$ cat config.mk
export PLATFORM = sky130hd
export DESIGN_NAME = abort_nest_top
export DESIGN_NICKNAME = d
export VERILOG_FILES = /design/src/rtl/abort_nest_pkg.sv /design/src/rtl/abort_nest_dp.sv /design/src/rtl/abort_nest_ctl.sv /design/src/rtl/abort_nest_top.sv
export SDC_FILE = /design/constraint.sdc
export NUM_CORES = 1
export LEC_CHECK = 0
export CAP_MARGIN = 20
export CORE_MARGIN = 5
export CORE_UTILIZATION = 45
export CTS_CLUSTER_SIZE = 20
export DETAILED_ROUTE_END_ITERATION = 7
export PLACE_DENSITY = 0.71
export RECOVER_POWER = 100
export REMOVE_ABC_BUFFERS = 1
export SLEW_MARGIN = 10
export SYNTH_ARGS = -nofsm -noshare
export SYNTH_HDL_FRONTEND = slang
export SYNTH_SLANG_ARGS = --single-unit
$ cat constraint.sdc
create_clock -name clk -period 6.5 [get_ports clk]
set_clock_uncertainty 0.2 [all_clocks]
set_input_delay 1.3 -clock clk [delete_from_list [all_inputs] [get_ports clk]]
set_output_delay 1.3 -clock clk [all_outputs]
set_load 0.005 [all_outputs]
$ cat src/rtl/abort_nest_pkg.sv
package abort_nest_pkg;
  // widest level select carried in the strobe struct (up to 16 levels)
  localparam int unsigned SEL_W = 4;

  typedef struct packed {
    logic             wrEn;    // write the level named by wrLvl
    logic [SEL_W-1:0] wrLvl;
    logic             capEn;   // capture that level's address as continuation
    logic [SEL_W-1:0] capLvl;
  } lvl_strb_t;
endpackage

$ cat src/rtl/abort_nest_dp.sv
module abort_nest_dp
  import abort_nest_pkg::*;
#(
  parameter int unsigned LEVELS = 4,
  parameter int unsigned SIG_N  = 16,
  parameter int unsigned ADDR_W = 16,
  parameter int unsigned IDX_LSB = 5,
  localparam int unsigned IDX_W  = $clog2(SIG_N),
  localparam int unsigned ADDR_LSB = IDX_LSB + IDX_W,
  localparam int unsigned WORD_W = ADDR_LSB + ADDR_W
) (
  input  logic              clk,
  input  logic              rstN,
  input  lvl_strb_t         strb,
  input  logic [WORD_W-1:0] abortWord,
  input  logic [SIG_N-1:0]  sigIn,
  input  logic [ADDR_W-1:0] pcValue,
  output logic [LEVELS-1:0] endPre,
  output logic [LEVELS-1:0] endNorm,
  output logic [ADDR_W-1:0] contAddr
);
  logic [IDX_W-1:0]  lvlIdx  [LEVELS];
  logic [ADDR_W-1:0] lvlAddr [LEVELS];
  logic [IDX_W-1:0]  newIdx;
  logic [ADDR_W-1:0] newAddr;
  logic [ADDR_W-1:0] capSel;

  assign newIdx  = abortWord[ADDR_LSB-1:IDX_LSB];
  assign newAddr = abortWord[WORD_W-1:ADDR_LSB];

  for (genvar i = 0; i < LEVELS; i++) begin : g_lvl
    always_ff @(posedge clk) begin
      if (!rstN) begin
        lvlIdx[i]  <= '0;
        lvlAddr[i] <= '0;
      end else if (strb.wrEn && strb.wrLvl == SEL_W'(i)) begin
        lvlIdx[i]  <= newIdx;
        lvlAddr[i] <= newAddr;
      end
    end
    assign endPre[i]  = sigIn[lvlIdx[i]];
    assign endNorm[i] = (pcValue == lvlAddr[i]);
  end

  always_comb begin
    capSel = '0;
    for (int i = 0; i < LEVELS; i++)
      if (strb.capLvl == SEL_W'(i)) capSel = lvlAddr[i];
  end

  always_ff @(posedge clk) begin
    if (!rstN)          contAddr <= '0;
    else if (strb.capEn) contAddr <= capSel;
  end
endmodule

$ cat src/rtl/abort_nest_ctl.sv
module abort_nest_ctl
  import abort_nest_pkg::*;
#(
  parameter int unsigned LEVELS = 4,
  localparam int unsigned DEPTH_W = $clog2(LEVELS + 1)
) (
  input  logic               clk,
  input  logic               rstN,
  input  logic               loadReq,
  input  logic [LEVELS-1:0]  endPre,
  input  logic [LEVELS-1:0]  endNorm,
  output lvl_strb_t          strb,
  output logic [DEPTH_W-1:0] depth,
  output logic               full,
  output logic               pendAbort
);
  logic [LEVELS-1:0]  activeMask;
  logic [LEVELS-1:0]  hitMask;
  logic               anyHit;
  logic               hitPre;
  logic [SEL_W-1:0]   hitLvl;
  logic [DEPTH_W-1:0] depthNext;
  logic               pendNext;

  for (genvar i = 0; i < LEVELS; i++) begin : g_act
    assign activeMask[i] = DEPTH_W'(i) < depth;
  end

  assign hitMask = (endPre | endNorm) & activeMask;
  assign full    = (depth == DEPTH_W'(LEVELS));

  // innermost first so the outermost hit is the one left standing
  always_comb begin
    anyHit = 1'b0;
    hitPre = 1'b0;
    hitLvl = '0;
    for (int i = LEVELS - 1; i >= 0; i--) begin
      if (hitMask[i]) begin
        anyHit = 1'b1;
        hitPre = endPre[i];
        hitLvl = SEL_W'(i);
      end
    end
  end

  always_comb begin
    strb      = '0;
    depthNext = depth;
    pendNext  = 1'b0;
    if (anyHit) begin
      depthNext   = DEPTH_W'(hitLvl);
      pendNext    = hitPre;
      strb.capEn  = hitPre;
      strb.capLvl = hitLvl;
    end else if (loadReq && !full) begin
      depthNext  = depth + 1'b1;
      strb.wrEn  = 1'b1;
      strb.wrLvl = SEL_W'(depth);
    end
  end

  always_ff @(posedge clk) begin
    if (!rstN) begin
      depth     <= '0;
      pendAbort <= 1'b0;
    end else begin
      depth     <= depthNext;
      pendAbort <= pendNext;
    end
  end
endmodule

$ cat src/rtl/abort_nest_top.sv
module abort_nest_top
  import abort_nest_pkg::*;
#(
  parameter int unsigned LEVELS  = 4,
  parameter int unsigned SIG_N   = 16,
  parameter int unsigned ADDR_W  = 16,
  parameter int unsigned IDX_LSB = 5,
  localparam int unsigned DEPTH_W = $clog2(LEVELS + 1),
  localparam int unsigned WORD_W  = IDX_LSB + $clog2(SIG_N) + ADDR_W
) (
  input  logic               clk,
  input  logic               rstN,
  input  logic               loadReq,
  input  logic [WORD_W-1:0]  abortWord,
  input  logic [SIG_N-1:0]   sigIn,
  input  logic [ADDR_W-1:0]  pcValue,
  output logic               pendAbort,
  output logic [ADDR_W-1:0]  contAddr,
  output logic               full,
  output logic [DEPTH_W-1:0] depth
);
  lvl_strb_t         strb;
  logic [LEVELS-1:0] endPre;
  logic [LEVELS-1:0] endNorm;

  abort_nest_ctl #(.LEVELS(LEVELS)) u_ctl (
    .clk(clk), .rstN(rstN), .loadReq(loadReq),
    .endPre(endPre), .endNorm(endNorm), .strb(strb),
    .depth(depth), .full(full), .pendAbort(pendAbort)
  );

  abort_nest_dp #(
    .LEVELS(LEVELS), .SIG_N(SIG_N), .ADDR_W(ADDR_W), .IDX_LSB(IDX_LSB)
  ) u_dp (
    .clk(clk), .rstN(rstN), .strb(strb), .abortWord(abortWord),
    .sigIn(sigIn), .pcValue(pcValue),
    .endPre(endPre), .endNorm(endNorm), .contAddr(contAddr)
  );
endmodule

==> results of run 1 <==
final cells by class:
class,instances,area (µm²)
clock buffers,12,236
clock inverters,4,25.0
fillers,1119,6060
inverters,37,139
multi-input cells,386,2910
flip-flops and latches,100,2800
well taps,176,220
repair buffers,81,796
cells by family (layout without fill, tap and decap cells):
kind of cell,Yosys count,after routing
and+or+nand+nor,238,238
DFF,100,100
xor gates and xnor gates,65,65
buffers and inverters,63,134
AOI/OAI and AO/OA,42,42
muxes,39,39
adders and majority gates,2,2
critical path, delay by kind of cell:
kind	cells	cell delay, ps
buffers and inverters	2	1110
xor gates and xnor gates	1	390
AOI/OAI and AO/OA	1	270
and+or+nand+nor	6	2570
flip-flops by register name, summed over array words and instances (netlist names):
name	count
u_ctl.depth	3
u_ctl.pendAbort	1
u_dp.contAddr	16
u_dp.lvlAddr	64
u_dp.lvlIdx	16
power by group through the flow:
stage / Sequential (W) / Clock [W] / Combinational (W)
global placement: 0.000963 / 0 / 0.000764
floorplan: 0.000946 / 0 / 0.000457
CTS: 0.000956 / 0.000491 / 0.000782
detailed placement: 0.000970 / 0 / 0.000779
global route: 0.000971 / 0.000525 / 0.000813
finish: 0.000954 / 0.000488 / 0.000753
through the flow:
step | setup slack, ps | power, W | util, %
global placement | 1130 | 0.00173 | 52.5
CTS | 1410 | 0.00223 | 54.5
detailed placement | 1070 | 0.00175 | 52.5
global route | 647 | 0.00231 | 54.1
floorplan | 760 | 0.00140 | -
finish | 873 | 0.00219 | 54.1
routing by layer:
layer | wire (µm) | up-vias
met5 | 0 | -
met4 | 209 | 0
met3 | 954 | 20
met2 | 7680 | 149
met1 | 6740 | 2145
li1 | - | 2075
cell usage after synthesis (9+ instances only):
cell                       count  share of area (%)
sky130_fd_sc_hd__a32o_1       16                2.7
sky130_fd_sc_hd__inv_1        37                2.3
sky130_fd_sc_hd__nand2b_1     20                2.1
sky130_fd_sc_hd__and2_1       81                8.4
sky130_fd_sc_hd__edfxtp_1     80                 40
sky130_fd_sc_hd__nand4_1       9               0.93
sky130_fd_sc_hd__or4_1        16                2.0
sky130_fd_sc_hd__nand2_1      28                1.7
sky130_fd_sc_hd__nor4_1       11                1.1
sky130_fd_sc_hd__xor2_1       32                4.6
sky130_fd_sc_hd__xnor2_1      33                4.8
sky130_fd_sc_hd__nor2_1       40                2.5
sky130_fd_sc_hd__mux2i_1      26                4.3
sky130_fd_sc_hd__dfxtp_1      20                6.6
worst paths after layout:
path / from / to / slack (ps) / depth (start not counted)
min reg2reg: u_dp.contAddr[15] / u_dp.contAddr[15] / 260 / 1
max reg2reg: u_dp.lvlIdx[0][0] / u_dp.lvlAddr[1][6] / 1810 / 8
min: u_dp.contAddr[15] / u_dp.contAddr[15] / 260 / 1
max: pcValue[7] / u_dp.contAddr[12] / 870 / 10
==> results, run 1 <==
- The synthesized netlist devotes 0.414% of its cell area to adder and majority cells.
- The total internal power is 0.00145 W.
- The clock network accounts for between 20 and 25% of the total power.
- STA classifies the critical path endpoint as a flop.
- The post-CTS setup buffer count is 0.
- In this run, synthesis produced a sequential element count of 100.
- The class of the tightest hold or removal check is reg2reg.
- The Yosys step of the flow raised 0 warnings.
- The number of vias per cell is 5.51.
- The global-route wire length before repair is 24.3 mm.
- The count of flip-flops with a built-in enable after synthesis is 80.
- The post-route fraction of the period consumed by the critical path is 86.6%.
- The clock input transition at the sequential cells of the worst setup and hold paths is ~70 ps.
- The signal on the critical path passes through dlygate4sd3_1 > xnor2_1 > nand4_1 > nor4_1 > nand3_1 > nand2_1 > nor3b_1 > clkbuf_2 > or4_1 > a32o_1.
- The worst setup path is of the in2reg kind.
- In this run the power density over the cells is 308 mW/mm².
- For this run, design rule violations remaining after detail routing come to 0.
- The initial antenna violation count was 0.
- TritonCTS built the clock tree.
- The die is roughly 130 µm wide.
- Hold repair after CTS inserted 0 buffers.
- Summing the areas of all compound-gate instances in the mapped netlist gives approximately 6.8% of the synthesized area.
- The detailed-routing iteration count for the pre-antenna-repair pass is 5.
- The smallest clock period supported by the final layout is computed as between 5000 and 6000 ps.
- The number of clock buffers added by TritonCTS is 9.
- The number of levels the H-tree was split into is 3.
- The analysis attributes to net switching a power of about 0.00075 W.
- Data arrives at the worst endpoint at 5650 ps.
- Synthesis handed over a netlist of approximately 550 instances.
- In this run the static leakage power is between 2 and 3 nW.
- The maximum fanout along the worst path is 32.
- Row generation in the floorplan step produced 42 rows.
- The number of violations of the max-capacitance limit is 3.
- At the end of the flow, the number of nets in the layout was roughly 680.
- Setup violations remaining at the end of the flow were counted as 0.
- Global routing used around a quarter of the available met1 tracks.
- The post-synthesis async set-or-reset flop share is 0%.
- The clock tree root buffer cell is sky130_fd_sc_hd__clkbuf_16.
- The fraction of final layout cells with drive strength greater than 1 is 6.29%.
- The floorplan step set the die height to 126 µm.
- On the worst path, the slowest cell contributes a delay of about 990 ps.
- The setup TNS is 0 ps.
- Hold is met by 262 ps.
- The largest individual stage delay along the critical path comes from the cell sky130_fd_sc_hd__nand2_1.
- The count of inserted antenna diode cells is 0.
- The share of total power dissipated in sequential elements is 43.5%.
- STA classifies the critical path startpoint as an input pin.
- The power share of the combinational group is approximately 34%.
- The flow ran to the end, but the final reports show violations.
- The hold violation count in the final report came to 0.
- The via count of the first global-routing pass is around 4500.
- The number of placed instances with taps included is 780.
- just over 80 I/O pins were placed.
- The routing layer with the top usage in global route is met2.
- For this block, the routed nets add up to 15.6 mm of wire.
- The number of buffers on the longest clock path is 2.
- The detailed-route wire length per cell is roughly 20 µm.
- The sum of overflow across all layers after global routing is 0.
- The average size of a mapped cell is around 11 µm².
- The critical path data required time is about 6500 ps.
- The number of pins exceeding their max-slew limit in the final report is 60.
- The global-route usage over all layers is between 10% and 20%.
- In this run, distinct cell masters in the synthesized netlist total 58.
- The switching power share of the total is around 34%.
- The clock sink count is 100.
- The region available for standard cell placement spans between 0.01 and 0.015 mm².
- For this run, global-route usage on met2 was measured as 33.7%.
- The commonest register cell after synthesis is sky130_fd_sc_hd__edfxtp_1.
- Of the synthesized area, sequential elements account for between 40% and 50%.
- In the synthesized netlist, mux cells make up around 8.5% of the area.
- The final reports fail on max-capacitance violations, max-slew violations.
- In the layout the commonest cells are sky130_fd_sc_hd__edfxtp_1, sky130_fd_sc_hd__and2_0, sky130_fd_sc_hd__clkdlybuf4s50_1.
- The DRC violation total after the first TritonRoute iteration is 353.
- Setup repair after global routing left no endpoint under its margin.
- The maximum achievable frequency is 0.178 GHz.
- The placer's final routability congestion estimate is just under 0.9.
- The library cell used most frequently in the layout, excluding fill and tap cells, is sky130_fd_sc_hd__edfxtp_1.
- The number of instances resized during post-cts repair is 0.
- The area share of xor/xnor cells in the synthesized design is roughly a tenth.
- The dominant combinational cell family by area after synthesis is simple AND/OR/NAND/NOR gates.
- The maximum number of pins on one net before global-route repair is 33.
- The detail route stage leaves a number of antenna-violating nets equal to 0.
- The placed standard-cell area is approximately 0.0069 mm².
- Summing over every cut layer, the via total after detailed routing is 4389.
- The slew at the pin closest to its max-slew limit is between 1500 and 2000 ps.
- After Yosys synthesis, and, or, nand and nor cells account for between 20% and 30% of the synthesized area.
- The placed wire-length estimate is between 10 and 15 mm.
- Measured against its own limit, the worst slew margin works out to -21.4%.
- The clock latency reported for the late side of the worst-skew pair is 340 ps.
- The mapped netlist covers 0.00604 mm².
- For this run, the number of standard cells in the final layout without fillers is approximately 800.
- The area enclosed by the die boundary is roughly 0.016 mm².
- The final instance area is 0.00713 mm².
- The worst-case vdd ir drop is 0.147 mV.
- The met3 track utilization from global routing is under 10%.
- The effective utilization at floorplan is about 46%.
- The area growth from synthesis to layout is 18.0%.
- The total of buffers placed on input and output ports is 75.
Note: power is estimated with default switching activity, not from simulation.
==> run 2: changes to the inputs <==
Settings changed: CORE_ASPECT_RATIO from default to 0.5.
Clock period 6.5 ns to 7.25 ns, I/O delays scaled along.
==> run 2 against run 1 <==
  * The flow still finishes with violations (max-capacitance violations, max-slew violations)
  * Largest power group unchanged
  * Critical path type unchanged
  * Sequential share of layout area hardly changed
  * Final area hardly changed
  * First-iteration DRC count down 2.5%
  * Highest routed layer unchanged
  * Sequential power down 11%
  * Worst setup slack gained 490 ps
  * Core utilization rose by 1.2 points
==> results, run 2 (synthesis results as in run 1) <==
- The detailed-routing iteration count for the pre-antenna-repair pass came to 5 (unchanged).
- The reported leakage power is 2.63 nW (+0.50%).
- The final setup violation count is 0 (unchanged).
- The maximum number of pins on one net before global-route repair came to 21 (-36%).
- The total internal power is 0.00133 W (-8.3%).
- The site row count is 29 (-31%).
- The die outline width is 174 µm (+38%).
- The global-route wire length before repair is 23.9 mm (-1.5%).
- The core footprint came to 0.0129 mm² (-2.1%).
- The critical path data required time is 7090 ps (+560 ps).
- The via count of the first global-routing pass is 4382 (-2.1%).
- The TritonCTS buffer count is 9 (unchanged).
- The detailed-route DRC error count was 0 (unchanged).
- The class of the tightest hold or removal check is reg2reg.
- The clock sink count is 100 (unchanged).
- The final standard cell count with taps included and fillers excluded is 793 (-0.38%).
- The number of placed instances with taps included is 777 (-0.38%).
- The kind of start point of the critical path is an input pin.
- The number of levels the H-tree was split into is 3 (unchanged).
- The total detailed-routing wirelength is 15.5 mm (-0.30%).
- The hold buffer count at CTS is 0 (unchanged).
- The maximum fanout along the worst path is 20 (-38%).
- The global-route usage over all layers is 19.4% (-0.26 points).
- The post-route fraction of the period consumed by the critical path is around four fifths.
- The die height is 91.9 µm (-27%).
- The placer's final routability congestion estimate is 0.852 (-2.3%).
- The I/O pin total was 81 (unchanged).
- The layout-stage area growth over the synthesis result is 18.0% (about the same).
- Based on the critical path, the design can be clocked at up to between 0.15 and 0.2 GHz.
- The initial antenna violation count came to 0 (unchanged).
- The flow ran to the end, but the final reports show violations.
- The number of flip-flops in the largest register is 64 (unchanged).
- The number of pins exceeding their max-slew limit in the final report is 39 (-35%).
- The total of buffers placed on input and output ports came to 75 (unchanged).
- The most flop-heavy register is u_dp.lvlAddr.
- The power share of the combinational group was 33.1% (-1.2 points).
- The detailed-route wire length per cell is 19.6 µm (about the same).
- The fraction of final layout cells with drive strength greater than 1 is 6.42% (+0.13 points).
- The area enclosed by the die boundary was 0.0160 mm² (+0.88%).
- The number of buffers on the longest clock path was 2 (unchanged).
- The top cell types in the final layout, fill and taps aside, are sky130_fd_sc_hd__edfxtp_1, sky130_fd_sc_hd__clkdlybuf4s50_1, sky130_fd_sc_hd__and2_0.
- The data arrival time of the critical path is 5730 ps (+80 ps).
- The number of violations of the max-capacitance limit is 2 (-1).
- The power spent charging and discharging nets is 0.000667 W (-11%).
- The setup path with the least slack is of type in2reg.
- Setup repair after global routing left no endpoint under its margin.
- The clock tree root buffer cell is sky130_fd_sc_hd__clkbuf_16.
- The post-CTS setup buffer count is 0 (unchanged).
- The clock input transition at the sequential cells of the worst setup and hold paths is 70 ps (about the same).
- TritonCTS built the clock tree.
- The largest registers in the layout are u_dp.lvlAddr: 64 flops, u_dp.contAddr: 16 flops, u_dp.lvlIdx: 16 flops.
- The part of the total power dissipated in sequential elements is 42.5% (-1.0 points).
- The element type at the critical path end is a flop.
- The power share of the clock group is 24.5% (+2.3 points).
- The number of instances resized during post-cts repair is 0 (unchanged).
- The commonest non-fill, non-tap cell in the layout is sky130_fd_sc_hd__edfxtp_1.
- The post-detailed-route count of antenna-violating nets was 0 (unchanged).
- The cell area power density is 280 mW/mm² (-9.0%).
- The worst-case vdd ir drop came to 0.126 mV (-14%).
- The number of nets in the layout is 680 (+0.44%).
- The hold violation count in the final report is 0 (unchanged).
- The clock latency reported for the late side of the worst-skew pair was 350 ps (about the same).
- The via count is 4340 (-1.1%).
- The effective utilization at floorplan is 46.8% (+0.97 points).
- The DRC violation total after the first TritonRoute iteration came to 344 (-2.5%).
- The number of vias per cell is 5.47 (-0.74%).
- The setup TNS is 0 ps (unchanged).
- The time the final worst path needs with I/O delays and setup is 5880 ps.
- The placed wire-length estimate was 11.1 mm (+2.0%).
- The switching power share of the total is 33.4% (-0.55 points).
- The normalized max-slew margin is -19.7% (+1.6 points).
- The slew at the pin closest to its max-slew limit is 1800 ps (-24.5 ps).
- The final reports fail on max-capacitance violations, max-slew violations.
- The count of inserted antenna diode cells came to 0 (unchanged).
- The sum of overflow across all layers after global routing is 0 (unchanged).
-- run 2: cell types whose count changed in the layout (fill, tap and decap cells not counted), sizes merged --
cell,before,now
buf,2,3
bufinv,0,1
clkdlybuf4s50,51,52
clkinvlp,1,2
dlygate4sd3,24,23
-- run 2: layout make-up --
| class | instances | area, µm² |
|---|---|---|
| multi-input cells | 386 | 2890 |
| flip-flops and latches | 100 | 2800 |
| repair buffers | 84 | 796 |
| inverters | 37 | 139 |
| clock buffers | 10 | 229 |
| fillers | 1121 | 5790 |
| well taps | 170 | 213 |
| clock inverters | 6 | 63.8 |
-- run 2: worst paths after layout --
check                    startpoint                   to  slack (ps)  depth (start not counted)
hold reg to reg   u_dp.contAddr[11]    u_dp.contAddr[11]         260                          1
hold / removal    u_dp.contAddr[11]    u_dp.contAddr[11]         260                          1
setup / recovery          sigIn[15]  u_dp.lvlAddr[0][25]        1370                          9
setup reg to reg  u_dp.lvlIdx[0][0]  u_dp.lvlAddr[0][25]        2310                          8
-- run 2: layer usage --
layer,part of all wire [%],vias up,routed length (µm),track usage [%]
li1,-,2085,-,-
met1,45,2100,6930,25.9
met2,48,144,7400,32.4
met3,7.0,11,1080,4.40
met4,0.80,0,124,4.94
met5,0,-,0,0
-- run 2: critical path: stages --
cell and delay (ps):
sky130_fd_sc_hd__clkdlybuf4s50_1 470, sky130_fd_sc_hd__mux4_2 490, sky130_fd_sc_hd__o2111a_1 240, sky130_fd_sc_hd__a31oi_1 470, sky130_fd_sc_hd__nand2_1 870, sky130_fd_sc_hd__nor3_1 600, sky130_fd_sc_hd__nand2_1 220, sky130_fd_sc_hd__o31ai_4 570
sky130_fd_sc_hd__buf_4 340
-- run 2: power groups by stage --
| stage | clock network [W] | logic [W] | registers [W] |
|---|---|---|---|
| 2_1_floorplan | 0 | 0.000410 | 0.000848 |
| 3_3_place_gp | 0 | 0.000679 | 0.000859 |
| 3_5_place_dp | 0 | 0.000694 | 0.000863 |
| 4_1_cts | 0.000495 | 0.000696 | 0.000850 |
| 5_1_grt | 0.000520 | 0.000715 | 0.000862 |
| 6_report | 0.000488 | 0.000660 | 0.000848 |
-- run 2: through the flow --
step                total power (W)  hold WS (ps)  util [%]  area [µm²]  setup slack (ps)
floorplan                   0.00126           266         -        5870              1360
global placement            0.00154           252      53.5        6910              1870
detailed placement          0.00156           253      53.6        6930              1850
CTS                         0.00204           268      55.9        7220              2230
global route                0.00210           281      55.2        7130              1150
finish                      0.00200           259      55.2        7130              1370
==> run 3: changes to the inputs <==
Settings changed: PLACE_DENSITY 0.71 to 0.74.
Clock period 7.25 ns to 4.8 ns, I/O delays scaled along.
==> run 3 against run 2 <==
  * The flow now finishes without violations
  * Die area unchanged
  * Critical endpoint is now u_dp.contAddr[9]
  * Largest power group unchanged
  * Global-route usage up 1.3 points
  * Worst setup slack worse by 1000 ps
  * Hold slack better by 1.2 ps
  * Sequential power up 52%
  * Via count up 3.2%
  * Non-clock buffer count up 16
  * Clock power up 43%
==> results, run 3 (synthesis results as in run 1) <==
- The clock tree root buffer cell is sky130_fd_sc_hd__clkbuf_16.
- The detailed-routing iteration count for the pre-antenna-repair pass came to 5 (unchanged).
- The worst setup path is launched from an input pin.
- The core footprint is 0.0129 mm² (unchanged).
- The number of nets in the layout is 696 (+2.4%).
- The die height is 91.9 µm (unchanged).
- The CTS tree is built.
- The slew at the pin closest to its max-slew limit came to 1080 ps (-719 ps).
- Setup repair after global routing left no endpoint under its margin.
- The via count came to 4479 (+3.2%).
- The number of pins exceeding their max-slew limit in the final report is 0 (-100%).
- The critical path start-end classification is in2reg.
- The DRC violation total after the first TritonRoute iteration is 348 (+1.2%).
- The layout-stage area growth over the synthesis result is 20.4%.
- The reported leakage power is 2.74 nW (+3.8%).
- The final setup violation count is 0 (unchanged).
- The normalized max-slew margin is 28.1% (+48 points).
- The global-route wire length before repair is 25.4 mm (+6.0%).
- The die outline width is 174 µm (unchanged).
- The number of buffers on the longest clock path is 2 (unchanged).
- The clock latency reported for the late side of the worst-skew pair is 340 ps (about the same).
- The maximum achievable frequency is 0.224 GHz.
- The detailed-route DRC error count is 0 (unchanged).
- The total of buffers placed on input and output ports is 75 (unchanged).
- The run finished with clean final reports.
- The number of filler instances in the final layout is 1084 (-3.3%).
- The path depth of the worst reg2reg path is 9 (+1).
- The initial antenna violation count was 0 (unchanged).
- The cell area power density came to 421 mW/mm² (+50%).
- The number of cells traversed by the worst hold path is 1 (unchanged).
- The detailed-route wire length per cell is 20.1 µm (+2.6%).
- The most flop-heavy register is u_dp.lvlAddr.
- In the final layout, the registers with the most flip-flops are u_dp.lvlAddr: 64 flops, u_dp.contAddr: 16 flops, u_dp.lvlIdx: 16 flops.
- The element type at the critical path end is a flop.
- The number of violations of the max-capacitance limit is 0 (-2).
- The number of flip-flops in the largest register is 64 (unchanged).
- In the layout the commonest cells are sky130_fd_sc_hd__edfxtp_1, sky130_fd_sc_hd__and2_1, sky130_fd_sc_hd__clkdlybuf4s50_1.
- The via count of the first global-routing pass came to 4666 (+6.5%).
- The total detailed-routing wirelength came to 16.3 mm (+4.7%).
- The I/O pin total was 81 (unchanged).
- The site row count is 29 (unchanged).
- The post-route fraction of the period consumed by the critical path is between 90 and 100%.
- The final standard cell utilization of the core is 56.3% (+1.1 points).
- The sum of overflow across all layers after global routing is 0 (unchanged).
- The critical path data required time is 4840 ps (-2250 ps).
- The path class of the tightest hold or removal check is reg2reg.
- The placed wire-length estimate is 11.2 mm (+0.47%).
- The number of instances resized during post-cts repair came to 0 (unchanged).
- The maximum number of pins on one net before global-route repair was 33 (+57%).
- The maximum fanout along the worst path is 32 (+60%).
- The count of inserted antenna diode cells is 0 (unchanged).
- The hold buffer count at CTS is 0 (unchanged).
- The global-route usage over all layers was 20.7% (+1.3 points).
- The TritonCTS buffer count came to 9 (unchanged).
- The effective utilization at floorplan is 46.8% (unchanged).
- The hold violation count in the final report is 0 (unchanged).
- The post-CTS setup buffer count is 0 (unchanged).
- The area enclosed by the die boundary is 0.0160 mm² (unchanged).
- The clock input transition at the sequential cells of the worst setup and hold paths came to 70 ps (about the same).
- The time the final worst path needs with I/O delays and setup is around 4500 ps.
- The data arrival time of the critical path is 4500 ps (-1230 ps).
- The number of vias per cell is 5.54 (+1.2%).
- The worst-case vdd ir drop came to 0.191 mV (+51%).
- The worst hold-check slack is 260 ps (+1.17 ps).
- The post-detailed-route count of antenna-violating nets is 0 (unchanged).
- The placer's final routability congestion estimate is 0.882 (+3.5%).
- The fraction of final layout cells with drive strength greater than 1 is 9.08% (+2.7 points).
- The library cell used most frequently in the layout, excluding fill and tap cells, is sky130_fd_sc_hd__edfxtp_1.
- The clock sink count was 100 (unchanged).
- The number of levels the H-tree was split into is 3 (unchanged).
## run 3: layout make-up
class / count / area (µm²) / area share, %
clock buffers: 13 / 260 / 3.58
clock inverters: 3 / 21.3 / 0.292
inverters: 37 / 139 / 1.91
multi-input cells: 386 / 2890 / 39.8
flip-flops and latches: 100 / 2800 / 38.5
well taps: 170 / 213 / 2.92
repair buffers: 100 / 943 / 13.0
## run 3: path summary, 6_finish.rpt
check	from	slack, ps	end
max	pcValue[14]	330	u_dp.contAddr[9]
min	u_dp.contAddr[8]	260	u_dp.contAddr[8]
max reg2reg	u_dp.lvlIdx[0][0]	790	u_dp.lvlAddr[0][5]
min reg2reg	u_dp.contAddr[8]	260	u_dp.contAddr[8]
## run 3: metal layers
metal	track usage (%)	part of all wire [%]
met4	6.98	2.5
met2	33.8	46
met5	0	0
met1	26.8	42
met3	5.63	8.9
## run 3: power breakdown
part	internal (W)	total [W]	switching [W]
Sequential	0.00115	0.00129	0.000142
Clock	0.000382	0.000696	0.000314
Combinational	0.000500	0.00108	0.000575
Total	0.00203	0.00306	0.00103
## run 3: critical path: stages
cell	delay, ps
sky130_fd_sc_hd__dlygate4sd3_1	640
sky130_fd_sc_hd__xor2_1	200
sky130_fd_sc_hd__nor4_1	600
sky130_fd_sc_hd__nand4_1	280
sky130_fd_sc_hd__a31oi_1	450
sky130_fd_sc_hd__a21oi_1	130
sky130_fd_sc_hd__nor3b_1	200
sky130_fd_sc_hd__buf_12	180
sky130_fd_sc_hd__or4_1	580
sky130_fd_sc_hd__a32o_1	260
## run 3: per-stage QoR
| stage | TNS, ps | cell area, µm² | instances | worst slack (ps) | power [W] |
|---|---|---|---|---|---|
| after floorplan | -12860 | 5870 | 523 | -600 | 0.00190 |
| after global placement | 0 | 7060 | 792 | 68.8 | 0.00239 |
| after detailed placement | -37.4 | 7060 | 792 | -13.7 | 0.00241 |
| after CTS | 0 | 7340 | 808 | 322 | 0.00311 |
| after global routing | 0 | 7270 | 809 | 169 | 0.00321 |
| final | 0 | 7270 | 809 | 333 | 0.00306 |
